==> config.mk <==
export PLATFORM = sky130hd
export DESIGN_NAME = fpx_status_trap
export DESIGN_NICKNAME = d
export VERILOG_FILES = /design/src/rtl/fpx_pkg.sv /design/src/rtl/fpx_prio_pick.sv /design/src/rtl/fpx_trap_decide.sv /design/src/rtl/fpx_status_reg.sv /design/src/rtl/fpx_status_trap.sv
export SDC_FILE = /design/constraint.sdc
export NUM_CORES = 1
export LEC_CHECK = 0
export ABC_CLOCK_PERIOD_IN_PS = 3150
export BUFFER_PORTS_ARGS = -buffer_cell sky130_fd_sc_hd__buf_2
export CAP_MARGIN = 25
export CORE_UTILIZATION = 40
export DETAILED_ROUTE_END_ITERATION = 12
export GPL_ROUTABILITY_DRIVEN = 0
export PLACE_DENSITY = 0.85
export SYNTH_ARGS = -nofsm -noshare
export SYNTH_HDL_FRONTEND = slang
export SYNTH_SLANG_ARGS = --single-unit
==> constraint.sdc <==
create_clock -name clk -period 3.15 [get_ports clk]
set_clock_uncertainty 0.15 [all_clocks]
set_input_delay 0.315 -clock clk [delete_from_list [all_inputs] [get_ports clk]]
set_output_delay 0.315 -clock clk [all_outputs]
set_load 0.05 [all_outputs]
==> src/rtl/fpx_pkg.sv <==
`timescale 1ns/1ps
// fpx_pkg: shared widths, field positions, codes and the update record
// passed from the trap decision logic to the status register.
package fpx_pkg;

    parameter int FSR_W    = 32;   // status register width
    parameter int NFLAG    = 5;    // number of IEEE exception flags
    parameter int CEXC_LSB = 0;    // current-exception field
    parameter int AEXC_LSB = 5;    // accrued-exception field
    parameter int FTT_LSB  = 14;   // trap-type field
    parameter int FTT_W    = 3;
    parameter int TEM_LSB  = 23;   // trap-enable mask field
    parameter int CAUSE_W  = $clog2(NFLAG + 1);

    // Flag index within a 5-bit field; higher index = higher priority.
    parameter int FLG_NV = 4;
    parameter int FLG_OF = 3;
    parameter int FLG_UF = 2;
    parameter int FLG_DZ = 1;
    parameter int FLG_NX = 0;

    typedef logic [NFLAG-1:0] flags_t;

    // Only the invalid flag survives on a comparison.
    parameter flags_t CMP_KEEP = flags_t'(1) << FLG_NV;

    typedef enum logic [FTT_W-1:0] {
        FTT_NONE  = 3'd0,
        FTT_IEEE  = 3'd1,
        FTT_UNFIN = 3'd2,
        FTT_UNIMP = 3'd3,
        FTT_SEQ   = 3'd4,
        FTT_HWERR = 3'd5
    } ftt_e;

    // Field write request produced for one committing operation.
    typedef struct packed {
        logic             wr_cexc;
        flags_t           cexc;
        logic             wr_aexc;
        flags_t           aexc_or;
        logic             wr_ftt;
        logic [FTT_W-1:0] ftt;
    } fld_upd_t;

endpackage

==> src/rtl/fpx_prio_pick.sv <==
`timescale 1ns/1ps
// fpx_prio_pick: keeps only the most significant set bit of a request
// vector and returns its position plus one as a code (0 when empty).
// Assumes the most significant bit carries the highest priority.
module fpx_prio_pick #(
    parameter int N  = 5,
    parameter int CW = $clog2(N + 1)
) (
    input  logic [N-1:0]  req_i,
    output logic [N-1:0]  hot_o,
    output logic [CW-1:0] code_o
);

    // A bit wins when no bit above it is set.
    for (genvar g = 0; g < N; g++) begin : g_hot
        if (g == N - 1) begin : g_top
            assign hot_o[g] = req_i[g];
        end else begin : g_low
            assign hot_o[g] = req_i[g] & ~(|req_i[N-1:g+1]);
        end
    end

    // Encode the winning position as index plus one.
    always_comb begin
        code_o = '0;
        for (int i = 0; i < N; i++) begin
            if (hot_o[i]) code_o = CW'(i + 1);
        end
    end

endmodule

==> src/rtl/fpx_trap_decide.sv <==
`timescale 1ns/1ps
// fpx_trap_decide: judges one committing operation against the trap
// enable mask and produces the same-cycle trap / write-enable / cause
// outputs plus the field updates for the status register.
// Assumes the mask given is the register contents before any load.
module fpx_trap_decide
    import fpx_pkg::*;
(
    input  logic               commit_i,
    input  logic               is_cmp_i,
    input  flags_t             flags_i,
    input  flags_t             tem_i,
    input  logic               xtrap_i,
    input  logic [FTT_W-1:0]   xtype_i,
    output logic               trap_o,
    output logic               rd_wr_en_o,
    output logic [CAUSE_W-1:0] cause_o,
    output fld_upd_t           upd_o
);

    flags_t             eff;
    flags_t             enabled;
    flags_t             top_hot;
    logic [CAUSE_W-1:0] top_code;

    // Comparisons can only report the invalid condition.
    always_comb begin
        eff     = is_cmp_i ? (flags_i & CMP_KEEP) : flags_i;
        enabled = eff & tem_i;
    end

    fpx_prio_pick #(
        .N  (NFLAG),
        .CW (CAUSE_W)
    ) u_pick (
        .req_i  (enabled),
        .hot_o  (top_hot),
        .code_o (top_code)
    );

    // Choose between idle, external trap, IEEE trap and completion.
    always_comb begin
        trap_o     = 1'b0;
        rd_wr_en_o = 1'b0;
        cause_o    = '0;
        upd_o      = '0;
        if (commit_i) begin
            if (xtrap_i) begin
                trap_o       = 1'b1;
                upd_o.wr_ftt = 1'b1;
                upd_o.ftt    = xtype_i;
            end else if (|enabled) begin
                trap_o        = 1'b1;
                cause_o       = top_code;
                upd_o.wr_cexc = 1'b1;
                upd_o.cexc    = top_hot;
                upd_o.wr_ftt  = 1'b1;
                upd_o.ftt     = FTT_IEEE;
            end else begin
                rd_wr_en_o    = ~is_cmp_i;
                upd_o.wr_cexc = 1'b1;
                upd_o.cexc    = eff;
                upd_o.wr_aexc = 1'b1;
                upd_o.aexc_or = eff;
                upd_o.wr_ftt  = 1'b1;
                upd_o.ftt     = FTT_NONE;
            end
        end
    end

endmodule

==> src/rtl/fpx_status_reg.sv <==
`timescale 1ns/1ps
// fpx_status_reg: the status register itself. A whole-register load
// forms the base value; the commit's field updates are laid on top.
// Assumes synchronous active-low reset clearing every bit.
module fpx_status_reg
    import fpx_pkg::*;
(
    input  logic             clk,
    input  logic             rst_n,
    input  logic             ld_en_i,
    input  logic [FSR_W-1:0] ld_data_i,
    input  fld_upd_t         upd_i,
    output logic [FSR_W-1:0] fsr_o
);

    logic [FSR_W-1:0] fsr_q;
    logic [FSR_W-1:0] fsr_d;

    // Merge load data and commit updates into the next value.
    always_comb begin
        fsr_d = ld_en_i ? ld_data_i : fsr_q;
        if (upd_i.wr_cexc) fsr_d[CEXC_LSB +: NFLAG] = upd_i.cexc;
        if (upd_i.wr_aexc) fsr_d[AEXC_LSB +: NFLAG] = fsr_d[AEXC_LSB +: NFLAG] | upd_i.aexc_or;
        if (upd_i.wr_ftt)  fsr_d[FTT_LSB +: FTT_W]  = upd_i.ftt;
    end

    // State register with synchronous reset.
    always_ff @(posedge clk) begin
        if (!rst_n) fsr_q <= '0;
        else        fsr_q <= fsr_d;
    end

    assign fsr_o = fsr_q;

endmodule

==> src/rtl/fpx_status_trap.sv <==
`timescale 1ns/1ps
// fpx_status_trap: floating-point exception status and trap unit.
// Decides per committing operation whether it traps, reports that in
// the same cycle, and updates the exception fields of the register.
// Assumes at most one commit per cycle.
module fpx_status_trap
    import fpx_pkg::*;
(
    input  logic               clk,
    input  logic               rst_n,
    input  logic               commit_i,
    input  logic               is_cmp_i,
    input  logic [NFLAG-1:0]   exc_flags_i,
    input  logic               xtrap_i,
    input  logic [FTT_W-1:0]   xtype_i,
    input  logic               ld_en_i,
    input  logic [FSR_W-1:0]   ld_data_i,
    output logic [FSR_W-1:0]   fsr_o,
    output logic               trap_o,
    output logic               rd_wr_en_o,
    output logic [CAUSE_W-1:0] cause_o
);

    fld_upd_t upd;
    flags_t   tem_now;

    // The mask is taken from the register before any same-cycle load.
    assign tem_now = fsr_o[TEM_LSB +: NFLAG];

    fpx_trap_decide u_decide (
        .commit_i   (commit_i),
        .is_cmp_i   (is_cmp_i),
        .flags_i    (exc_flags_i),
        .tem_i      (tem_now),
        .xtrap_i    (xtrap_i),
        .xtype_i    (xtype_i),
        .trap_o     (trap_o),
        .rd_wr_en_o (rd_wr_en_o),
        .cause_o    (cause_o),
        .upd_o      (upd)
    );

    fpx_status_reg u_reg (
        .clk       (clk),
        .rst_n     (rst_n),
        .ld_en_i   (ld_en_i),
        .ld_data_i (ld_data_i),
        .upd_i     (upd),
        .fsr_o     (fsr_o)
    );

endmodule

==> results of run 1 <==
==> kinds of logic after synthesis <==
kind of cell           Yosys count  share of synthesized area
AOI/OAI and AO/OA               24                      0.120
DFF                             32                      0.440
and+or+nand+nor                 50                      0.177
muxes                           32                      0.222
buffers and inverters           12                     0.0413
==> per-layer routing <==
metal | up-vias | track usage | wire (um)
met5 | - | 0 | 0
met4 | 0 | 0.0872 | 48
li1 | 702 | - | -
met3 | 5 | 0.0478 | 228
met1 | 642 | 0.233 | 1570
met2 | 43 | 0.331 | 1720
==> synthesized netlist by cell type (2+ instances only) <==
cell,count,area share
sky130_fd_sc_hd__a21oi_2,3,0.018
sky130_fd_sc_hd__o22ai_1,2,0.0086
sky130_fd_sc_hd__mux2i_1,30,0.21
sky130_fd_sc_hd__a21oi_1,5,0.017
sky130_fd_sc_hd__a2111oi_0,2,0.012
sky130_fd_sc_hd__nand3_1,3,0.010
sky130_fd_sc_hd__inv_1,3,0.0077
sky130_fd_sc_hd__mux2_2,2,0.015
sky130_fd_sc_hd__a31oi_1,4,0.017
sky130_fd_sc_hd__buf_2,3,0.010
sky130_fd_sc_hd__clkbuf_1,3,0.0077
sky130_fd_sc_hd__o21ai_1,2,0.0069
sky130_fd_sc_hd__dfxtp_1,32,0.44
sky130_fd_sc_hd__o32ai_1,3,0.018
sky130_fd_sc_hd__buf_4,3,0.015
sky130_fd_sc_hd__nand2_1,5,0.013
sky130_fd_sc_hd__nor2_1,29,0.075
sky130_fd_sc_hd__nor3_1,3,0.010
==> worst max-delay path: stages, from the launching register on <==
cell                      delay [ps]
sky130_fd_sc_hd__dfxtp_1         370
sky130_fd_sc_hd__a22oi_2         280
sky130_fd_sc_hd__nor3b_1         230
sky130_fd_sc_hd__o21ai_1          90
sky130_fd_sc_hd__a21oi_1         140
sky130_fd_sc_hd__buf_2           280
==> final timing paths <==
kind,slack [ps],startpoint,cells past startpoint,to
worst max register to register,1600,u_reg.fsr_o[25],4,u_reg.fsr_o[4]
worst min register to register,340,u_reg.fsr_o[30],2,u_reg.fsr_o[30]
worst max-delay path,970,u_reg.fsr_o[25],5,cause_o[0]
worst min-delay path,70,ld_data_i[11],3,u_reg.fsr_o[11]
==> metrics by stage <==
stage	util	instances
floorplan	-	150
global placement	0.551	270
detailed placement	0.551	270
CTS	0.568	278
global route	0.568	278
finish	0.568	278
==> cell type report <==
| type | instances | area, sq um | area share |
|---|---|---|---|
| clock buffer | 8 | 58.8 | 0.0303 |
| inverter | 3 | 11.3 | 0.00580 |
| tap | 46 | 57.6 | 0.0297 |
| sequential | 32 | 641 | 0.330 |
| multi-input combinational | 106 | 754 | 0.389 |
| timing repair buffer | 83 | 418 | 0.215 |
==> power by group through the flow <==
| stage | Combinational [mW] | Sequential (mW) | Clock [mW] |
|---|---|---|---|
| CTS | 0.253 | 0.446 | 0.247 |
| finish | 0.253 | 0.445 | 0.243 |
| detailed placement | 0.253 | 0.455 | 0 |
| floorplan | 0.0918 | 0.546 | 0 |
| global placement | 0.250 | 0.453 | 0 |
| global route | 0.270 | 0.450 | 0.267 |
==> results.md, run 1 <==
Power:
- The worst-case IR drop observed on VDD is about 240 uV.
- The share of total power dissipated in sequential elements is 0.473.
- The analysis attributes to net switching a power of 320 uW.
- The part of the power in the clock network is 0.258.
- Overall power consumption after layout is estimated at 941 uW.
- Of the total power, the share spent switching nets is 0.340.
- The internal power of the cells totals 621 uW.
- The leakage power total is just over 1 nW.
- The logic gate share of total power is 0.269.
- The power per cell area is 485 nW/um^2.

Floorplan:
- The width of the die is 62.3 um.
- The effective utilization at floorplan is 0.426.
- For this design the top-level I/O count stands at 83.
- The vertical extent of the die is 62.3 um.
- The die covers just under 4000 sq um.
- After floorplanning, the core was sized to cover 3420 sq um.
- The number of rows in the core area is 21.

Route:
- In the final routed layout, each cell accounts on average for 12.8 um.
- The detailed router finished its first iteration with 34 violations.
- The detailed-route via count is 1,392.
- After detailed routing, the number of vias per cell comes to 5.01.
- The post-detailed-route DRC marker count is 0.
- The detail route stage leaves a number of antenna-violating nets equal to 0.
- The number of search-and-repair iterations in the first detailed-routing pass is 4.
- For this block, the routed nets add up to 3570 um of wire.

Cells and area:
- The number of nets in the finished design is 277.
- The signed area change from the synthesized netlist to the final layout is 33.4%.
- The library cell used most frequently in the layout, excluding fill and tap cells, is sky130_fd_sc_hd__buf_2.
- The antenna diode count is 0.
- The total of fill cells in the finished design is about 340.
- The finished cells cover 1940 sq um.
- In the layout the commonest cells are 82 x sky130_fd_sc_hd__buf_2, 32 x sky130_fd_sc_hd__dfxtp_1, 30 x sky130_fd_sc_hd__mux2i_1.
- The share of final-layout standard cells stronger than drive strength 1 is 0.431.
- The flip-flop count of the largest register after layout is 32.

Outcome:
- The run finished with clean final reports.

Clocking:
- The maximum buffer depth of the clock tree is 2.
- Post-CTS timing repair inserted 0 buffers for setup.
- The total clock buffers created by CTS is 5.
- The tree is rooted in a sky130_fd_sc_hd__clkbuf_4.
- The number of sinks on the clock net is 32.
- The insertion delay to the later sink of the worst-skew pair is 320 ps.
- TritonCTS built the clock tree.
- After clock tree synthesis, the clock-pin slew on the worst setup and hold paths is 90 ps.
- The count of H-tree levels built during CTS is 2.
- Gates resized during post-CTS repair numbered 0.
- Hold repair after CTS inserted 0 buffers.

Synth:
- The number of flip-flops and latches in the synthesized netlist is 32.
- For this run, the number of Yosys warnings is 0.
- The mean post-synth cell area is 9.70 sq um.
- After synthesis, the share of flip-flops with an asynchronous set or reset is 0.
- The most used flip-flop cell after synthesis is sky130_fd_sc_hd__dfxtp_1.
- Counting every instance in the synthesized netlist gives 150.
- The number of synthesized flops with an enable pin is 0.
- The number of nets in the synthesized netlist is 196.
- The share of the Yosys chip area taken by registers is 0.440.
- The post-synthesis cell area is 1460 sq um.
- The count of cell types in the netlist is 31.

Placed design:
- The count of port buffers added during placement is 82.
- Before CTS, the worst setup slack after placement is 1210 ps.
- Detailed placement ended at an HPWL of 2660 um.
- The placed instances occupy a cell area of 1880 sq um.

Global route:
- The remaining global-route overflow is 0.
- The total track usage is 0.196.
- The first global-routing pass estimated 6000 um of wire.
- The number of global-route vias before repair was 1,348.
- The number of antenna violations at the first check in global routing is 0.
- The largest net degree at the start of global routing is 33.

STA:
- Setup repair after global routing left no endpoint under its margin.
- Once routing completed, OpenROAD measured the worst setup slack at 966 ps.
- In the finished design, the share of the clock period the worst path needs comes to 0.693.
- The peak clock frequency supported by timing is about 460 MHz.
- In the final timing run, aggregate negative setup slack is 0 ps.
- Setup violations remaining at the end of the flow were counted as 0.
- The worst pin sits at a relative slew slack of 0.316.
- The total count of hold-check failures in the final report is 0.
- Hold is met by ~70 ps.
- The number of max-slew violations in the final report is 0.
- The transition time of the tightest slew-check pin is 1020 ps.
- The post-layout minimum cycle time is 2180 ps.

Setup path:
- The required time of the worst setup path is 2680 ps.
- The element type at the critical path end is a primary output.
- The classification of the worst setup path is flop to primary output.
- The worst setup path is launched from a flop.
- The maximum fanout along the worst path is 6.
- The arrival time reported for the critical path endpoint is 1720 ps.

Worst hold path:
- In this run the worst hold path is classified as primary input to flop.

Job:
- The tool flagged a number of max-cap violations equal to 0.
(Power assumes the default switching activity.)
==> inputs of run 2 (changes only) <==
Settings changed: ABC_CLOCK_PERIOD_IN_PS 3150 to 1790, CORE_UTILIZATION 40 to 39, PLACE_DENSITY 0.85 to 0.86.
Clock period 3.15 ns to 1.79 ns, I/O delays scaled along.
==> run 2 against run 1 <==
Cell area rose by 16%. Highest routed layer unchanged. Setup slack got worse by 1100 ps. Sequential power rose by 76%. Sequential cell count did not move. Final cell count rose by 7.6%. Critical path type unchanged. Clock-buffer cell count fell by 3. Clock power rose to 2.8 times the previous value. Die area rose by 2.5%. Critical endpoint unchanged. Via count rose by 6.4%. Core utilization rose by 8.5 points. Wire length rose by 15%. Combinational power rose by 98%. The run now ends with setup timing left.
==> results.md, run 2 (same netlist as run 1, synthesis figures left out) <==
Worst hold path:
- The startpoint identified for the worst hold timing path is ld_data_i[25].
- The type of the tightest min-delay check is primary input to flop.

Floorplan:
- The effective utilization at floorplan is 0.423.
- The width of the die is between 60 and 70 um.
- The vertical extent of the die is ~63 um.
- The standard cell core area is 3440 sq um.
- For this design the top-level I/O count stands at 83.
- In this run the core area contains 21 standard-cell rows.
- The die covers slightly below 4000 sq um.

Route:
- The post-detailed-route DRC marker count is 0.
- The detailed-route via count is 1,481.
- The number of DRC markers in iteration 0 is 73.
- Wires add up to 4090 um.
- In the final routed layout, each cell accounts on average for 13.7 um.
- The pre-antenna-repair detailed-routing pass consisted of 4 iterations.
- The number of nets with antenna violations after routing is 0.
- Dividing the detail-routed via count by the number of cells gives slightly below 5.

Job:
- The count of maximum capacitance violations is 0.

Setup path:
- The peak per-stage delay on the critical path is ~350 ps.
- STA puts the critical path data arrival time at 1580 ps.
- The required time of the worst setup path is ~1500 ps.
- The signal on the critical path passes through a22oi_2 -> nor3b_2 -> o21ai_2 -> a21oi_4 -> buf_6.
- In this run the worst path has a maximum fanout of 5.
- The number of buffer and inverter stages on the critical path is 1.
- The slowest library cell on the worst path is sky130_fd_sc_hd__dfxtp_2.
- The setup path with the least slack is of type flop to primary output.
- The source of the critical timing path is u_reg.fsr_o[25].
- The cell family contributing the most delay on the critical path is compound AO/OA/AOI/OAI gates.
- The worst setup path is captured at a primary output.
- The type of origin of the critical path is a flop.
- The beginning of the worst register-to-register path is u_reg.fsr_o[25].

Cells and area:
- The total of fill cells in the finished design is 293.
- The signed area change from the synthesized netlist to the final layout is 54.4%.
- The number of nets in the finished design is 298.
- The total non-filler cell area in the finished layout is 2250 sq um.
- The most common cell after layout, fill and taps aside is sky130_fd_sc_hd__buf_2.
- Leaving out fill and tap cells, the most frequent cells in the layout are 79 x sky130_fd_sc_hd__buf_2, 30 x sky130_fd_sc_hd__mux2i_1, 29 x sky130_fd_sc_hd__nor2_1, 29 x sky130_fd_sc_hd__dfxtp_1, 13 x sky130_fd_sc_hd__dlygate4sd3_1.
- The flip-flop count of the largest register after layout is 32.
- The antenna diode count is 0.
- The share of final-layout standard cells stronger than drive strength 1 is 0.470.

Clocking:
- After clock tree synthesis, the clock-pin slew on the worst setup and hold paths is 70 ps.
- The clock root buffer is sky130_fd_sc_hd__clkbuf_8.
- The insertion delay to the later sink of the worst-skew pair is 280 ps.
- The tree built by TritonCTS fans out to 32 sinks.
- CTS built an H-tree with a depth of 2.
- TritonCTS built the clock tree.
- The maximum buffer depth of the clock tree is 2.
- The total clock buffers created by CTS is 5.

STA:
- After layout, the minimum clock period comes to about 1900 ps.
- The total negative slack is -134 ps.
- The total count of hold-check failures in the final report is 0.
- For the pin with the worst max-slew slack, the measured transition is 527 ps.
- The number of max-slew violations in the final report was 0.
- The peak clock frequency supported by timing is 523 MHz.
- Setup repair after global routing could not meet its margin everywhere.
- In this run the tightest slew margin relative to its limit is 0.649.
- The count of endpoints failing setup in the final report is 2.
- The worst path setup slack after routing is -121 ps.
- The portion of the clock cycle consumed by the worst path in the final layout is 1.07.

Outcome:
- The run finished, with violations left.
- The final reports fail on setup timing.

Power:
- Dividing total power by cell area gives a power density of 878 nW/um^2.
- The analysis attributes to cell leakage a power of 1.14 nW.
- Across the VDD grid, the largest voltage drop is 565 uV.

Global route:
- For this run the aggregate overflow at the end of global routing stands at 0.
- The first-pass GRT wire length is around 6600 um.
- The number of global-route vias before repair was 1,472.
- In the global route stage, overall resource usage came out at 0.213.
- Entering global routing, the biggest net connects 17 pins.
- The number of antenna violations at the first check in global routing came to 0.

Placed design:
- The cell area after placement is just under 2000 sq um.
- Buffers placed on the I/O ports in this run total 82.
- The detailed placement HPWL is about 2900 um.
==> run 2: metal layers <==
layer / vias to the layer above / global-route usage / wire length [um]
li1: 738 / - / -
met1: 681 / 0.236 / 1700
met3: 7 / 0.0489 / 239
met2: 55 / 0.384 / 2080
met5: - / 0 / 0
met4: 0 / 0.0872 / 62
==> run 2: what timing repair did <==
action                                 4_1_cts  5_1_grt
hold buffers                                13        0
endpoints found under the hold margin       13        0
setup buffers                                2        1
gates resized for setup                      7        3
cloned                                       0        0
setup endpoints to repair                    3        3
pin swaps                                    2        1
==> run 2: report_power, final <==
group | internal, mW | leakage (nW) | switching (mW)
clock | 0.411 | 0.0541 | 0.276
sequential | 0.759 | 0.265 | 0.0255
combinational | 0.178 | 0.821 | 0.322
==> run 2: worst register-to-register path: cells and delay by family (launching register included) <==
| family | cells | cell delay (ps) |
|---|---|---|
| AO/OA/AOI/OAI | 3 | 540 |
| AND/OR/NAND/NOR | 1 | 370 |
| flip-flops | 1 | 350 |
==> run 2: layout make-up <==
type,instances,area (sq um),area share
Sequential cell,32,644,0.287
Timing Repair Buffer,104,627,0.279
Multi-Input combinational cell,106,796,0.354
Inverter,3,11.3,0.00501
Clock inverter,3,42.5,0.0189
Clock buffer,5,68.8,0.0306
Tap cell,46,57.6,0.0256
==> run 2: worst paths after layout <==
| kind | endpoint | slack (ps) | cells after the start |
|---|---|---|---|
| setup / recovery | cause_o[0] | -120 | 5 |
| hold / removal | u_reg.fsr_o[25] | 1 | 3 |
| setup reg to reg | u_reg.fsr_o[4] | 320 | 4 |
| hold reg to reg | u_reg.fsr_o[17] | 340 | 2 |
==> run 2: through the flow <==
step	power, mW	util	instances	setup slack (ps)	hold WS [ps]
after floorplan	1.13	-	150	-45.5	176
after global placement	1.25	0.566	275	112	264
after detailed placement	1.26	0.566	275	55.9	274
after CTS	1.98	0.649	298	-76.9	0.571
after global routing	2.05	0.653	299	-158	9.24
final	1.97	0.653	299	-121	1.17
